===== src/rtl/fixlen_pkt_rx_pkg.sv =====
package fixlen_pkt_rx_pkg;

    localparam int BYTE_W = 8;

    typedef logic [BYTE_W-1:0] byte_t;

    // Outcome of a burst that has just closed
    typedef enum logic [1:0] {
        VERDICT_NONE  = 2'd0,
        VERDICT_GOOD  = 2'd1,
        VERDICT_SHORT = 2'd2
    } verdict_e;

    // One beat toward the consumer
    typedef struct packed {
        logic  valid;
        byte_t data;
        logic  last;
    } beat_t;

endpackage


===== src/rtl/fixlen_pkt_rx_framer.sv =====
module fixlen_pkt_rx_framer #(
    parameter int PKT_LEN = 22,
    parameter int IDX_W   = $clog2(PKT_LEN + 1)
) (
    input  logic             clk,
    input  logic             rst_n,
    input  logic             en_i,
    input  logic             start_i,
    output logic             take_o,
    output logic [IDX_W-1:0] idx_o,
    output logic             close_o,
    output logic             close_full_o,
    output logic             close_extra_o
);
    localparam logic [IDX_W-1:0] LEN_C = IDX_W'(PKT_LEN);

    typedef struct packed {
        logic             en_q;
        logic [IDX_W-1:0] cnt;
        logic             extra;
    } frame_t;

    frame_t st_q, st_d;
    logic             open_w;
    logic [IDX_W-1:0] base_w;

    always_comb begin
        st_d    = st_q;
        open_w  = en_i && (!st_q.en_q || start_i);
        close_o = st_q.en_q && (!en_i || start_i);
        base_w  = open_w ? '0 : st_q.cnt;
        take_o  = en_i && (base_w < LEN_C);
        idx_o   = base_w;

        close_full_o  = close_o && (st_q.cnt == LEN_C);
        close_extra_o = close_full_o && st_q.extra;

        st_d.en_q  = en_i;
        st_d.cnt   = base_w;
        st_d.extra = open_w ? 1'b0 : st_q.extra;
        if (en_i) begin
            if (take_o) begin
                st_d.cnt = base_w + IDX_W'(1);
            end else begin
                // index pinned at PKT_LEN: byte is filler
                st_d.extra = 1'b1;
            end
        end
    end

    always_ff @(posedge clk or negedge rst_n) begin
        if (!rst_n) begin
            st_q <= '0;
        end else begin
            st_q <= st_d;
        end
    end

endmodule


===== src/rtl/fixlen_pkt_rx_outreg.sv =====
module fixlen_pkt_rx_outreg
    import fixlen_pkt_rx_pkg::*;
#(
    parameter int PKT_LEN = 22,
    parameter int IDX_W   = $clog2(PKT_LEN + 1)
) (
    input  logic             clk,
    input  logic             rst_n,
    input  logic             take_i,
    input  byte_t            data_i,
    input  logic [IDX_W-1:0] idx_i,
    input  logic             close_i,
    input  logic             close_full_i,
    output beat_t            beat_o,
    output verdict_e         verdict_o
);
    localparam logic [IDX_W-1:0] LAST_C = IDX_W'(PKT_LEN - 1);

    typedef struct packed {
        beat_t    beat;
        verdict_e verdict;
    } out_t;

    out_t o_q, o_d;

    always_comb begin
        o_d.beat.valid = take_i;
        o_d.beat.data  = take_i ? data_i : '0;
        o_d.beat.last  = take_i && (idx_i == LAST_C);
        if (!close_i) begin
            o_d.verdict = VERDICT_NONE;
        end else if (close_full_i) begin
            o_d.verdict = VERDICT_GOOD;
        end else begin
            o_d.verdict = VERDICT_SHORT;
        end
    end

    always_ff @(posedge clk or negedge rst_n) begin
        if (!rst_n) begin
            o_q <= '{beat: '0, verdict: VERDICT_NONE};
        end else begin
            o_q <= o_d;
        end
    end

    assign beat_o    = o_q.beat;
    assign verdict_o = o_q.verdict;

endmodule


===== src/rtl/fixlen_pkt_rx_stats.sv =====
module fixlen_pkt_rx_stats #(
    parameter int CNT_W = 16
) (
    input  logic             clk,
    input  logic             rst_n,
    input  logic             inc_short_i,
    input  logic             inc_long_i,
    output logic [CNT_W-1:0] short_cnt_o,
    output logic [CNT_W-1:0] long_cnt_o
);
    localparam int                NUM_CTR = 2;
    localparam logic [CNT_W-1:0]  CNT_MAX = '1;

    logic [NUM_CTR-1:0]   bump_w;
    logic [CNT_W-1:0]     val_w [NUM_CTR];

    assign bump_w = {inc_long_i, inc_short_i};

    for (genvar g = 0; g < NUM_CTR; g++) begin : g_ctr
        logic [CNT_W-1:0] cnt_q, cnt_d;

        always_comb begin
            cnt_d = cnt_q;
            if (bump_w[g] && (cnt_q != CNT_MAX)) begin
                cnt_d = cnt_q + CNT_W'(1);
            end
        end

        always_ff @(posedge clk or negedge rst_n) begin
            if (!rst_n) begin
                cnt_q <= '0;
            end else begin
                cnt_q <= cnt_d;
            end
        end

        assign val_w[g] = cnt_q;
    end

    assign short_cnt_o = val_w[0];
    assign long_cnt_o  = val_w[1];

endmodule


===== src/rtl/fixlen_pkt_rx.sv =====
module fixlen_pkt_rx
    import fixlen_pkt_rx_pkg::*;
#(
    parameter int PKT_LEN = 22,
    parameter int CNT_W   = 16
) (
    input  logic              clk,
    input  logic              rst_n,
    input  logic              en_i,
    input  logic              start_i,
    input  logic [BYTE_W-1:0] data_i,
    output logic              wait_o,
    output logic              out_valid_o,
    output logic [BYTE_W-1:0] out_data_o,
    output logic              out_last_o,
    output logic              good_o,
    output logic              err_o,
    output logic [CNT_W-1:0]  short_cnt_o,
    output logic [CNT_W-1:0]  long_cnt_o
);
    localparam int IDX_W = $clog2(PKT_LEN + 1);

    logic             take_w;
    logic [IDX_W-1:0] idx_w;
    logic             close_w;
    logic             close_full_w;
    logic             close_extra_w;
    beat_t            beat_w;
    verdict_e         verdict_w;

    fixlen_pkt_rx_framer #(
        .PKT_LEN (PKT_LEN),
        .IDX_W   (IDX_W)
    ) u_framer (
        .clk           (clk),
        .rst_n         (rst_n),
        .en_i          (en_i),
        .start_i       (start_i),
        .take_o        (take_w),
        .idx_o         (idx_w),
        .close_o       (close_w),
        .close_full_o  (close_full_w),
        .close_extra_o (close_extra_w)
    );

    fixlen_pkt_rx_outreg #(
        .PKT_LEN (PKT_LEN),
        .IDX_W   (IDX_W)
    ) u_outreg (
        .clk          (clk),
        .rst_n        (rst_n),
        .take_i       (take_w),
        .data_i       (data_i),
        .idx_i        (idx_w),
        .close_i      (close_w),
        .close_full_i (close_full_w),
        .beat_o       (beat_w),
        .verdict_o    (verdict_w)
    );

    fixlen_pkt_rx_stats #(
        .CNT_W (CNT_W)
    ) u_stats (
        .clk         (clk),
        .rst_n       (rst_n),
        .inc_short_i (close_w && !close_full_w),
        .inc_long_i  (close_extra_w),
        .short_cnt_o (short_cnt_o),
        .long_cnt_o  (long_cnt_o)
    );

    // sender is never paused
    assign wait_o      = 1'b0;
    assign out_valid_o = beat_w.valid;
    assign out_data_o  = beat_w.data;
    assign out_last_o  = beat_w.last;
    assign good_o      = (verdict_w == VERDICT_GOOD);
    assign err_o       = (verdict_w == VERDICT_SHORT);

endmodule


===== config.mk =====
export PLATFORM = sky130hd
export DESIGN_NAME = fixlen_pkt_rx
export DESIGN_NICKNAME = d
export VERILOG_FILES = /design/src/rtl/fixlen_pkt_rx_pkg.sv /design/src/rtl/fixlen_pkt_rx_framer.sv /design/src/rtl/fixlen_pkt_rx_outreg.sv /design/src/rtl/fixlen_pkt_rx_stats.sv /design/src/rtl/fixlen_pkt_rx.sv
export SDC_FILE = /design/constraint.sdc
export NUM_CORES = 1
export LEC_CHECK = 0
export BUFFER_PORTS_ARGS = -buffer_cell sky130_fd_sc_hd__buf_2
export CAP_MARGIN = 25
export CORE_AREA = 2 2 68 70
export DETAILED_ROUTE_END_ITERATION = 10
export DIE_AREA = 0 0 70 72
export PLACE_DENSITY = 0.8
export SYNTH_ARGS = -nofsm -noshare
export SYNTH_HDL_FRONTEND = slang
export SYNTH_SLANG_ARGS = --single-unit

===== constraint.sdc =====
create_clock -name clk -period 4.8 [get_ports clk]
set_clock_uncertainty 0.05 [all_clocks]
set_input_delay 0.24 -clock clk [delete_from_list [all_inputs] [get_ports clk]]
set_output_delay 0.24 -clock clk [all_outputs]
set_load 0.005 [all_outputs]

==> out/metrics.yaml <==
run_status: "completed"
die_y_um: 72
syn-num-nets: 220
critPathCapture: "u_stats.short_cnt_o[13]$_DFFE_PN0P_"
cts_setup_buffers: 0
required_ns: 4.92
grt_max_degree: 27
power.leakage_nw: 1.462
synth.most_common_cell: "dfrtp_1"
switching_share: 0.2565
setup_viol: 0
cts.clk_slew.worst_paths_ns: 0.09
relSlewSlack: 0.5520
powerDensity_nw_per_um2: 344.4
synth_area_um2: 2283
p_sw_uw: 242.0
multi_input_area_um2: 949.7
ys_top_cells_by_area: "dfrtp_1 56%, xor2_1 7.7%, xnor2_1 3.8%, nand3_1 3.1%, and2_1 3.0%"
yosysSeqAreaShare: 0.5589
drt_iter0_drc: 133
fin_ws_ns: 2.787
drive_gt1_frac: 0.2689
ys_ff_latch: 51
root_buffer: "clkbuf_8"
dieArea_um2: 5040
clkPwrFrac: 0.324
routed_wl_um: 4243
ir_drop_mv: 0.2865
endpoint_kind: "flip-flop"
yosysTopAreaCell: "dfrtp_1"
ys_warn_count: 0
rows: 24
start_util: 0.5355
via_per_inst: 5.161
synth.top_cell.area_share: 0.5589
synth_edf_count: 0
timing.fmax_mhz: 496.8
rr_endpoint: "u_stats.short_cnt_o[13]$_DFFE_PN0P_"
cp-startpoint: "u_stats.short_cnt_o[0]$_DFFE_PN0P_"
synth_cell_types: 41
cts_tree: "yes"
start_kind: "flip-flop"
first_pass_iters: 6
drc: 0
final_hold_viol_count: 0
syn_to_final_growth_pct: 20.00
htree_levels: 2
tightest_slew_ns: 0.6669
antenna_found_initial: 0
routed-wl-met3_um: 163
track_usage: 0.1846
min_path_type: "in2reg"
wl_per_cell_um: 13.43
gr-total-overflow: 0
combinationalPowerShare: 0.136
layout.nets: 279
finalMaxSlewViolations: 0
drt-met1-wl_um: 1975
worstPathArrival_ns: 2.13
top_level_ports: 57
finalCritPeriodShare: 0.4194
synthCells: 204
top_layer_used: "met4"
intPower_uw: 701.6
die_x_um: 70
hp-start: "en_i"
synth_common_cells: "51 x dfrtp_1, 20 x xor2_1, 15 x nand2_1"
seq_area_um2: 1276
synthArstFlopShare: 1.000
clock_latency_ns: 0.30
timing.final.crit_period_ns: 2.013
wl_met2_um: 2039
hpwlAfterDp_um: 3140
worstRegToRegCells: 6
pre_cts_slack_ns: 2.794
r2r_slack_ns: 2.79
cts_buffer_depth: 2
fill_cells: 360
grt_pass1_vias: 1588
cts_sinks: 51
synth.avg_cell_area_um2: 11.19
crit_type: "reg2reg"
diodes: 0
cts_buffers: 5
pwr-share-seq: 0.539
dr_total_vias: 1631
crit_fanout: 7
fin_tns_setup_ns: 0
r2r_start: "u_stats.short_cnt_o[0]$_DFFE_PN0P_"
ys.flop_type: "dfrtp_1"
maxCapViolations: 0
core-area_um2: 4264
ant_nets: 0
grt_pass1_wl_um: 7376
gp_congestion: 0.8013
rsz0062_at_grt: "no"
port_buffers: 55
==> metrics by stage <==
| step | hold slack [ns] | cells | utilization | instance area (um^2) | total power, mW |
|---|---|---|---|---|---|
| finish | 0.07507 | 316 | 0.6426 | 2740 | 0.9436 |
| global route | 0.07446 | 316 | 0.6426 | 2740 | 0.9992 |
| CTS | 0.06675 | 316 | 0.6426 | 2740 | 0.9546 |
| detailed placement | 0.2258 | 307 | 0.6127 | 2613 | 0.6478 |
| global placement | 0.3930 | 306 | 0.6080 | 2592 | 0.6403 |
| floorplan | -0.1056 | 204 | - | 2283 | 0.5828 |
==> sequential cells by signal, indices dropped and copies added, names as in the netlist <==
name,count
u_outreg.verdict_o,2
u_stats.long_cnt_o,16
u_stats.short_cnt_o,16
u_framer.st_q,7
u_outreg.beat_o,10
==> cell families (layout without fill, tap and decap cells) <==
family          Yosys count  count (layout)  synth area share
simple gates             90              90            0.2219
flops                    51              51            0.5589
xor+xnor                 30              30            0.1151
compound gates           13              13           0.03945
buf+inv                  12              72           0.02520
fa+ha+maj                 4               4           0.02192
mux                       3               3           0.01589
other cells               1               1          0.001642
==> worst max-delay path: stages (launching register included) <==
cell     delay (ns)
dfrtp_1        0.41
ha_1           0.21
nand4_1        0.13
or4_4          0.54
nand3_1        0.27
nor4_1         0.12
xor2_1         0.16
==> cell usage in the layout (no fill, tap or decap), drive strengths merged, types with 2 or more instances in the layout <==
master,count
xor2,20
dfrtp,51
nand2,15
xnor2,10
and4b,2
ha,4
buf,56
nor2,14
inv,7
and2,12
nor3,7
a31oi,3
nand4,5
and3,2
nor2b,3
o21ai,2
o21a,4
mux2,2
clkbuf,6
nand4b,3
nor4,6
nand3,14
==> worst min path at each step <==
| stage | end | slack (ns) | cells after the start |
|---|---|---|---|
| finish | u_framer.st_q[6]$_DFF_PN0_ | 0.08 | 1 |
| CTS | u_framer.st_q[6]$_DFF_PN0_ | 0.07 | 1 |
| detailed placement | u_stats.long_cnt_o[12]$_DFFE_PN0P_ | 0.23 | 1 |
| global placement | u_framer.st_q[6]$_DFF_PN0_ | 0.39 | 1 |
| floorplan | u_framer.st_q[0]$_DFF_PN0_ | -0.11 | 0 |
| global route | u_outreg.beat_o[6]$_DFF_PN0_ | 0.07 | 2 |
==> layout make-up <==
cell class,instances,area share
clock inverters,2,0.01279
repair buffers,57,0.1114
well taps,52,0.02374
inverters,7,0.009589
flip-flops and latches,51,0.4658
multi-input cells,141,0.3466
clock buffers,6,0.03014
==> routing by layer <==
metal / up-vias / GRT usage
met3: 4 / 0.03750
met5: - / 0
met4: 0 / 0.07051
met2: 34 / 0.2889
met1: 770 / 0.2574
li1: 823 / -
==> power groups by stage <==
stage	clock network, mW	registers, mW	logic (mW)
2_1_floorplan	0	0.513	0.0699
3_3_place_gp	0	0.516	0.124
3_5_place_dp	0	0.517	0.130
4_1_cts	0.313	0.509	0.132
5_1_grt	0.337	0.517	0.145
6_report	0.306	0.509	0.129
==> what timing repair did <==
item,CTS,global route
endpoints found under the hold margin,25,0
gates resized for setup,0,0
hold buffers,1,0
Power figures use the tool's default switching activity.
